### src/rtl/lock_pkg.sv
package lock_pkg;
  localparam int STEPS = 3;
  localparam int ST_W  = STEPS + 1;

  // low STEPS bits = one-hot compare select, top bit = unlocked
  localparam logic [ST_W-1:0] ST_LOCKOUT = 4'b0000;
  localparam logic [ST_W-1:0] ST_ONE     = 4'b0001;
  localparam logic [ST_W-1:0] ST_TWO     = 4'b0010;
  localparam logic [ST_W-1:0] ST_THREE   = 4'b0100;
  localparam logic [ST_W-1:0] ST_OPEN    = 4'b1000;
endpackage

### src/rtl/lock_key_store.sv
module lock_key_store
  import lock_pkg::*;
#(
  parameter int VAL_W = 4,
  parameter logic [STEPS*VAL_W-1:0] COMBO = {VAL_W'(2), VAL_W'(4), VAL_W'(3)}
) (
  input  logic             clk,
  input  logic             rst,
  input  logic [STEPS-1:0] pick,
  output logic [VAL_W-1:0] picked
);
  logic [VAL_W-1:0] slot_q [STEPS];
  logic [VAL_W-1:0] gated  [STEPS];

  for (genvar i = 0; i < STEPS; i++) begin : g_slot
    always_ff @(posedge clk) begin
      if (rst) slot_q[i] <= COMBO[i*VAL_W +: VAL_W];
    end
    assign gated[i] = pick[i] ? slot_q[i] : '0;
  end

  always_comb begin
    picked = '0;
    for (int k = 0; k < STEPS; k++) picked = picked | gated[k];
  end

  // at most one slot is ever selected
  p_pick_onehot_r2: assert property (@(posedge clk) disable iff (rst)
    $onehot0(pick));
endmodule

### src/rtl/lock_cmp.sv
module lock_cmp #(
  parameter int W = 4
) (
  input  logic [W-1:0] a,
  input  logic [W-1:0] b,
  output logic         same
);
  assign same = (a == b);
endmodule

### src/rtl/lock_fsm.sv
module lock_fsm
  import lock_pkg::*;
(
  input  logic            clk,
  input  logic            rst,
  input  logic            defer_verdict,
  input  logic            strobe,
  input  logic            hit,
  output logic [ST_W-1:0] state_q
);
  logic [ST_W-1:0] state_d;
  logic            miss_q, miss_d;

  always_comb begin
    state_d = state_q;
    miss_d  = miss_q;
    unique case (state_q)
      ST_ONE, ST_TWO: begin
        if (strobe) begin
          if (defer_verdict) begin
            state_d = {state_q[ST_W-2:0], 1'b0};
            miss_d  = miss_q | ~hit;
          end else begin
            state_d = hit ? {state_q[ST_W-2:0], 1'b0} : ST_LOCKOUT;
          end
        end
      end
      ST_THREE: begin
        if (strobe) begin
          state_d = (hit && !miss_q) ? ST_OPEN : ST_LOCKOUT;
          miss_d  = 1'b0;
        end
      end
      ST_OPEN:    state_d = ST_OPEN;
      ST_LOCKOUT: state_d = ST_LOCKOUT;
      default:    state_d = ST_LOCKOUT;
    endcase
  end

  always_ff @(posedge clk) begin
    if (rst) begin
      state_q <= ST_ONE;
      miss_q  <= 1'b0;
    end else begin
      state_q <= state_d;
      miss_q  <= miss_d;
    end
  end

  // reset always lands in step one
  p_reset_step_one_r8: assert property (@(posedge clk)
    rst |=> (state_q == ST_ONE));
  // no strobe, no move
  p_idle_hold_r4: assert property (@(posedge clk) disable iff (rst)
    !strobe |=> $stable(state_q));
  // terminal states hold
  p_open_hold_r7: assert property (@(posedge clk) disable iff (rst)
    (state_q == ST_OPEN) |=> (state_q == ST_OPEN));
  p_lockout_hold_r7: assert property (@(posedge clk) disable iff (rst)
    (state_q == ST_LOCKOUT) |=> (state_q == ST_LOCKOUT));
  // immediate lockout on mismatch in normal mode
  p_mismatch_lockout_r6: assert property (@(posedge clk) disable iff (rst)
    (!defer_verdict && strobe && !hit && (state_q[ST_W-1] == 1'b0) && (state_q != ST_LOCKOUT))
    |=> (state_q == ST_LOCKOUT));
  // deferred mode keeps stepping in step one
  p_defer_advance_r9: assert property (@(posedge clk) disable iff (rst)
    (defer_verdict && strobe && (state_q == ST_ONE)) |=> (state_q == ST_TWO));
  // matching strobe in step three opens in normal mode
  p_match_open_r5: assert property (@(posedge clk) disable iff (rst)
    (!defer_verdict && strobe && hit && (state_q == ST_THREE)) |=> (state_q == ST_OPEN));
endmodule

### src/rtl/seq_lock.sv
module seq_lock
  import lock_pkg::*;
#(
  parameter int VAL_W = 4,
  parameter logic [STEPS*VAL_W-1:0] COMBO = {VAL_W'(2), VAL_W'(4), VAL_W'(3)}
) (
  input  logic             clk,
  input  logic             rst,
  input  logic             defer_verdict,
  input  logic             strobe,
  input  logic [VAL_W-1:0] entry,
  output logic             unlocked,
  output logic [STEPS-1:0] sel
);
  logic [ST_W-1:0]  state;
  logic [VAL_W-1:0] stored;
  logic             hit;

  lock_key_store #(.VAL_W(VAL_W), .COMBO(COMBO)) u_store (
    .clk    (clk),
    .rst    (rst),
    .pick   (state[STEPS-1:0]),
    .picked (stored)
  );

  lock_cmp #(.W(VAL_W)) u_cmp (
    .a    (entry),
    .b    (stored),
    .same (hit)
  );

  lock_fsm u_fsm (
    .clk           (clk),
    .rst           (rst),
    .defer_verdict (defer_verdict),
    .strobe        (strobe),
    .hit           (hit),
    .state_q       (state)
  );

  assign sel      = state[STEPS-1:0];
  assign unlocked = state[ST_W-1];

  // unlocked never coexists with an active select
  p_open_no_select_r3: assert property (@(posedge clk) disable iff (rst)
    unlocked |-> (sel == '0));
endmodule

### config.mk
export PLATFORM = sky130hd
export DESIGN_NAME = seq_lock
export DESIGN_NICKNAME = d
export VERILOG_FILES = /design/src/rtl/lock_pkg.sv /design/src/rtl/lock_key_store.sv /design/src/rtl/lock_cmp.sv /design/src/rtl/lock_fsm.sv /design/src/rtl/seq_lock.sv
export SDC_FILE = /design/constraint.sdc
export NUM_CORES = 1
export LEC_CHECK = 0
export BUFFER_PORTS_ARGS = -buffer_cell sky130_fd_sc_hd__buf_2
export CORE_AREA = 2 2 39 41
export CTS_CLUSTER_DIAMETER = 80
export DETAILED_ROUTE_END_ITERATION = 10
export DIE_AREA = 0 0 41 43
export GPL_TIMING_DRIVEN = 0
export SYNTH_ARGS = -nofsm -noshare
export SYNTH_HDL_FRONTEND = slang
export SYNTH_HIERARCHICAL = 1
export SYNTH_SLANG_ARGS = --single-unit
### constraint.sdc
create_clock -name clk -period 1.81 [get_ports clk]
set_clock_uncertainty 0.15 [all_clocks]
set_input_delay 0.181 -clock clk [delete_from_list [all_inputs] [get_ports clk]]
set_output_delay 0.181 -clock clk [all_outputs]
set_load 0.005 [all_outputs]
==> results of run 1 <==
[placed cells by master, fill, tap and decap left out, types with 2 or more instances in the layout]
cell and instances:
o21ai_0 2, nor2b_1 2, dfxtp_1 2, buf_4 7, buf_2 11, dfxtp_4 2, clkbuf_4 3, a22oi_1 2
xor2_1 4, nor3_1 2, nand2_1 2, nor4_2 3
[sequential cells by signal (all words and copies together) (netlist names)]
name	count
u_fsm/miss_q	1
u_fsm/state_q	4
[layer usage]
| metal | up-vias | wire [um] | track usage [%] |
|---|---|---|---|
| li1 | 168 | - | - |
| met1 | 137 | 315 | 9.968 |
| met2 | 12 | 311 | 10.00 |
| met3 | 0 | 66 | 6.283 |
| met4 | 0 | 0 | 4.000 |
| met5 | - | 0 | 0 |
[cell type report]
cell class                      count  area [um2]  share of cell area, %
Tap cell                           16       20.02                  4.199
Timing Repair Buffer               15       85.08                  17.85
Inverter                            1       3.754                 0.7874
Multi-Input combinational cell     28       210.2                  44.09
Sequential cell                     5       108.9                  22.83
Buffer                              3       22.52                  4.724
Clock buffer                        4       26.28                  5.512
[cell usage after synthesis, types with 2 or more instances]
cell type,number,area [um2]
a22oi_1,2,15.01
o21ai_0,2,10.01
buf_4,3,22.52
nor4_2,3,37.54
xor2_1,4,35.03
nor2b_1,2,12.51
dfxtp_1,5,100.1
nor3_1,2,10.01
nand2_1,2,7.510
[through the flow]
step	std cells	hold slack (ns)	instance area [um2]	util (%)	setup slack (ns)
CTS	68	0.03314	439.2	31.74	0.03323
floorplan	37	0.1044	336.6	-	0.1005
global route	72	0.01422	476.7	34.45	-0.04573
detailed placement	64	0.2887	411.6	29.75	-0.05781
finish	72	0.03006	476.7	34.45	0.03871
global placement	64	0.2870	411.6	29.75	-0.05387
[worst paths after layout]
path | depth (start not counted) | endpoint | start | slack (ns)
max | 6 | u_fsm/state_q[2] | u_fsm/state_q[2] | 0.04
min | 2 | u_fsm/state_q[2] | rst | 0.03
max reg2reg | 6 | u_fsm/state_q[2] | u_fsm/state_q[2] | 0.04
min reg2reg | 1 | u_fsm/state_q[2] | u_fsm/state_q[3] | 0.39
[where the power goes]
part	switching [mW]	leakage, nW	internal, mW	total [mW]
sequential	0.00677	0.0424	0.114	0.121
clock	0.0418	0.0150	0.0831	0.125
combinational	0.0244	0.147	0.0313	0.0557
[worst register-to-register path, stage by stage, from the launching register on]
cell and delay (ns):
dfxtp_4 0.35, or2_1 0.23, xor2_1 0.17, nor4_2 0.36
o21a_1 0.19, a31oi_1 0.10, nor4_2 0.13
[what timing repair did]
| item | 4_1_cts | 5_1_grt |
|---|---|---|
| buffers inserted | 0 | 4 |
| pin swaps | 1 | 3 |
| hold buffers | 0 | 0 |
| gates resized for setup | 1 | 4 |
| setup endpoints to repair | 2 | 2 |
[cell families after synthesis]
kind of cell	share of synthesized area, %
simple gates	34.20
compound gates	16.73
flops	29.74
xor+xnor	10.41
buf+inv	7.805
other cells	1.114
==> results_dict.tcl, run 1 <==
set metrics [dict create \
    drtPass1Iterations 4 \
    path_clk_slew_ns 0.04 \
    grtUsageTotal_pct 8.133 \
    cpLargestDelayFamily "simple AND/OR/NAND/NOR gates" \
    num_rows 14 \
    cellLeakagePower_nw 0.2043 \
    htreeDepth 1 \
    synth_area_um2 336.6 \
    ys_seq_area_share_pct 29.74 \
    drt-vias-per-instance 4.403 \
    coreArea_mm2 0.001384 \
    antennaDiodeCount 0 \
    syn_to_final_growth_pct 41.64 \
    crit_arrival_ns 1.76 \
    status "finished clean" \
    clock_path_buffers 2 \
    vdd.ir_drop.worst_mv 0.3429 \
    hold_violations 0 \
    end_kind "flop" \
    synth_seq_cells 5 \
    drc_errors 0 \
    rsz0062_at_grt "true" \
    grt-ovfl-total 0 \
    hold_class "in2reg" \
    die_w_um 41 \
    synthCells 37 \
    start_util_pct 24.32 \
    vias 317 \
    crit_buf_inv 0 \
    place_hpwl_um 507.4 \
    die-area_mm2 0.001763 \
    synth_edf_count 0 \
    synth_nets 45 \
    antenna_found_initial 0 \
    cts.sinks 5 \
    cts_tree "built" \
    fin_setup_tns_ns 0 \
    cts_made_buffers 3 \
    finalCriticalPeriod_ns 1.771 \
    critPathKind "reg2reg" \
    fill_cells 150 \
    die_h_um 43 \
    drt-wirelength-per-cell_um 9.639 \
    max_stage_delay_ns 0.36 \
    worstPathMaxFanout 5 \
    slew_violations 0 \
    maxCapViolCount 0 \
    numPortBuffers 11 \
    crit_path_frequent_cell "nor4_2" \
    synth_warnings 6 \
    clk_latency_ns 0.24 \
    timing.final.crit_share_pct 97.86 \
    final_layout_size_suffix_gt1_share_pct 51.79 \
    grt_max_degree 11 \
    ios 12 \
    drt_wl_total_um 694 \
    grt_first_pass_wirelength_um 924 \
    start_kind "flop" \
    crit_required_ns 1.80 \
    ys.flop_type "dfxtp_1" \
    drt_iter0_markers 8 \
    root_buffer "clkbuf_4" \
    antenna_left 0 \
    max_freq_mhz 564.6 \
    yosysUniqueCellTypes 21 \
    setup_viol 0 \
    grt_pass1_vias 231 \
    async_flop_share_pct 0 \
    path_cells "or2_1 > xor2_1 > nor4_2 > o21a_1 > a31oi_1 > nor4_2" \
    globalplace.congestion 0.6083 \
    fin_total_pwr_uw 301.7 \
    slowest_stage "nor4_2" \
    layout.nets 65 \
    syn_area_per_cell_um2 9.097 \
    powerDensity_mw_per_mm2 632.8 \
]
(Power assumes the default switching activity.)
==> run 2, diff against run 1 <==
--- a/config.mk
+++ b/config.mk
@@ -10,7 +10,6 @@
 export CTS_CLUSTER_DIAMETER = 80
 export DETAILED_ROUTE_END_ITERATION = 10
 export DIE_AREA = 0 0 41 43
-export GPL_TIMING_DRIVEN = 0
 export SYNTH_ARGS = -nofsm -noshare
 export SYNTH_HDL_FRONTEND = slang
 export SYNTH_HIERARCHICAL = 1
==> results_dict.tcl, run 2 (synthesis results as in run 1) <==
set metrics [dict create \
    drt-wirelength-per-cell_um 10.77 \
    critPathCapture "u_fsm/miss_q" \
    cts_made_buffers 3 \
    die_h_um 43 \
    reg2reg_slack_ns 0.21 \
    antenna_found_initial 0 \
    grt_first_pass_wirelength_um 1097 \
    clock_path_buffers 2 \
    grt-busiest-layer "met2" \
    num_rows 14 \
    grt_max_degree 10 \
    hold_depth 2 \
    end_kind "flop" \
    reg2reg_depth 6 \
    vdd.ir_drop.worst_mv 0.2576 \
    finalWorstSetupSlack_ns 0.2120 \
    critPathLaunch "u_fsm/state_q[0]" \
    max_freq_mhz 625.8 \
    grt-ovfl-total 0 \
    place_hpwl_um 560.2 \
    drt-vias-per-instance 4.638 \
    post_cts_buffers 0 \
    globalplace.congestion 0.7351 \
    root_buffer "clkbuf_4" \
    cts.sinks 5 \
    hold_class "in2reg" \
    numPortBuffers 11 \
    powerDensity_mw_per_mm2 682.5 \
    final_layout_size_suffix_gt1_share_pct 43.40 \
    grtUsageMet1_pct 9.968 \
    fin_total_pwr_uw 304.0 \
    maxCapViolCount 0 \
    ios 12 \
    start_kind "flop" \
    place_area_um2 419.2 \
    layout_commonest_cell "buf_2" \
    reg2reg_from "u_fsm/state_q[0]" \
    dp_slack_ns 0.1438 \
    use_met3_pct 6.283 \
    crit_required_ns 1.76 \
    grt_pass1_vias 269 \
    finalCriticalPeriod_ns 1.598 \
    drc_errors 0 \
    slew_violations 0 \
    syn_to_final_growth_pct 32.34 \
    layout.nets 62 \
    fin_setup_tns_ns 0 \
    final_area_um2 445.4 \
    final_cell_mix "buf_2, dfxtp_1, buf_4, xor2_1" \
    drtPass1Iterations 4 \
    start_util_pct 24.32 \
    grtUsageTotal_pct 9.639 \
    drt_wl_total_um 743 \
    clk_latency_ns 0.24 \
    drt_iter0_markers 10 \
    vias 320 \
    r2r-end "u_fsm/miss_q" \
    grt_use_met2_pct 14.69 \
    rsz0062_at_grt "false" \
    cellLeakagePower_nw 0.1872 \
    die-area_mm2 0.001763 \
    setup_viol 0 \
    critPathKind "reg2reg" \
    cts_tree "built" \
    largest_register_ffs 4 \
    die_w_um 41 \
    htreeDepth 1 \
    coreArea_mm2 0.001384 \
    antenna_left 0 \
    path_clk_slew_ns 0.05 \
    antennaDiodeCount 0 \
    top_regs "u_fsm/state_q x4, u_fsm/miss_q x1" \
    ctsResizeCount 0 \
    largest-register "u_fsm/state_q" \
    timing.final.crit_share_pct 88.29 \
    crit_arrival_ns 1.55 \
    status "finished clean" \
    hold_violations 0 \
    worstPathMaxFanout 9 \
]
-- run 2: worst min-delay path by stage --
stage / end / from
finish: u_fsm/state_q[2] / rst
global route: u_fsm/state_q[3] / rst
CTS: u_fsm/state_q[2] / rst
detailed placement: u_fsm/state_q[2] / rst
global placement: u_fsm/state_q[2] / rst
floorplan: u_fsm/state_q[2] / rst
-- run 2: area by class of cell --
| cell class | count | area [um2] |
|---|---|---|
| clock buffer | 4 | 26.28 |
| sequential | 5 | 100.1 |
| timing repair buffer | 15 | 85.08 |
| inverter | 1 | 3.754 |
| fill | 149 | 938.4 |
| multi-input combinational | 28 | 210.2 |
| tap | 16 | 20.02 |
-- run 2: what timing repair did --
item                                    in CTS  in global routing
hold buffers                                 0                  0
endpoints found under the hold margin        0                  0
endpoints found under the setup margin       0                  1
-- run 2: per-stage QoR --
step           cells  utilization [%]  hold slack (ns)
2_1_floorplan     37                -           0.1044
3_3_place_gp      65            30.29           0.2891
3_5_place_dp      65            30.29           0.2888
4_1_cts           69            32.19          0.02535
5_1_grt           69            32.19          0.03410
6_report          69            32.19          0.03144
-- run 2: critical path, cell delays in order, from the launching register on --
cell	delay, ns
dfxtp_1	0.31
buf_4	0.17
xor2_1	0.17
nor4_2	0.30
buf_4	0.16
nand4b_1	0.10
o21ai_0	0.09
-- run 2: metal layers --
metal	wire length, um	share of wire [%]	vias to the layer above
met5	0	0	-
met4	0	0	0
met3	56	7.5	0
met2	358	48	15
met1	328	44	139
li1	-	-	166
-- run 2: power breakdown --
group / internal, mW / leakage [nW] / switching [mW]
Sequential: 0.115 / 0.0409 / 0.00238
Clock: 0.0834 / 0.0150 / 0.0454
Combinational: 0.0280 / 0.131 / 0.0295
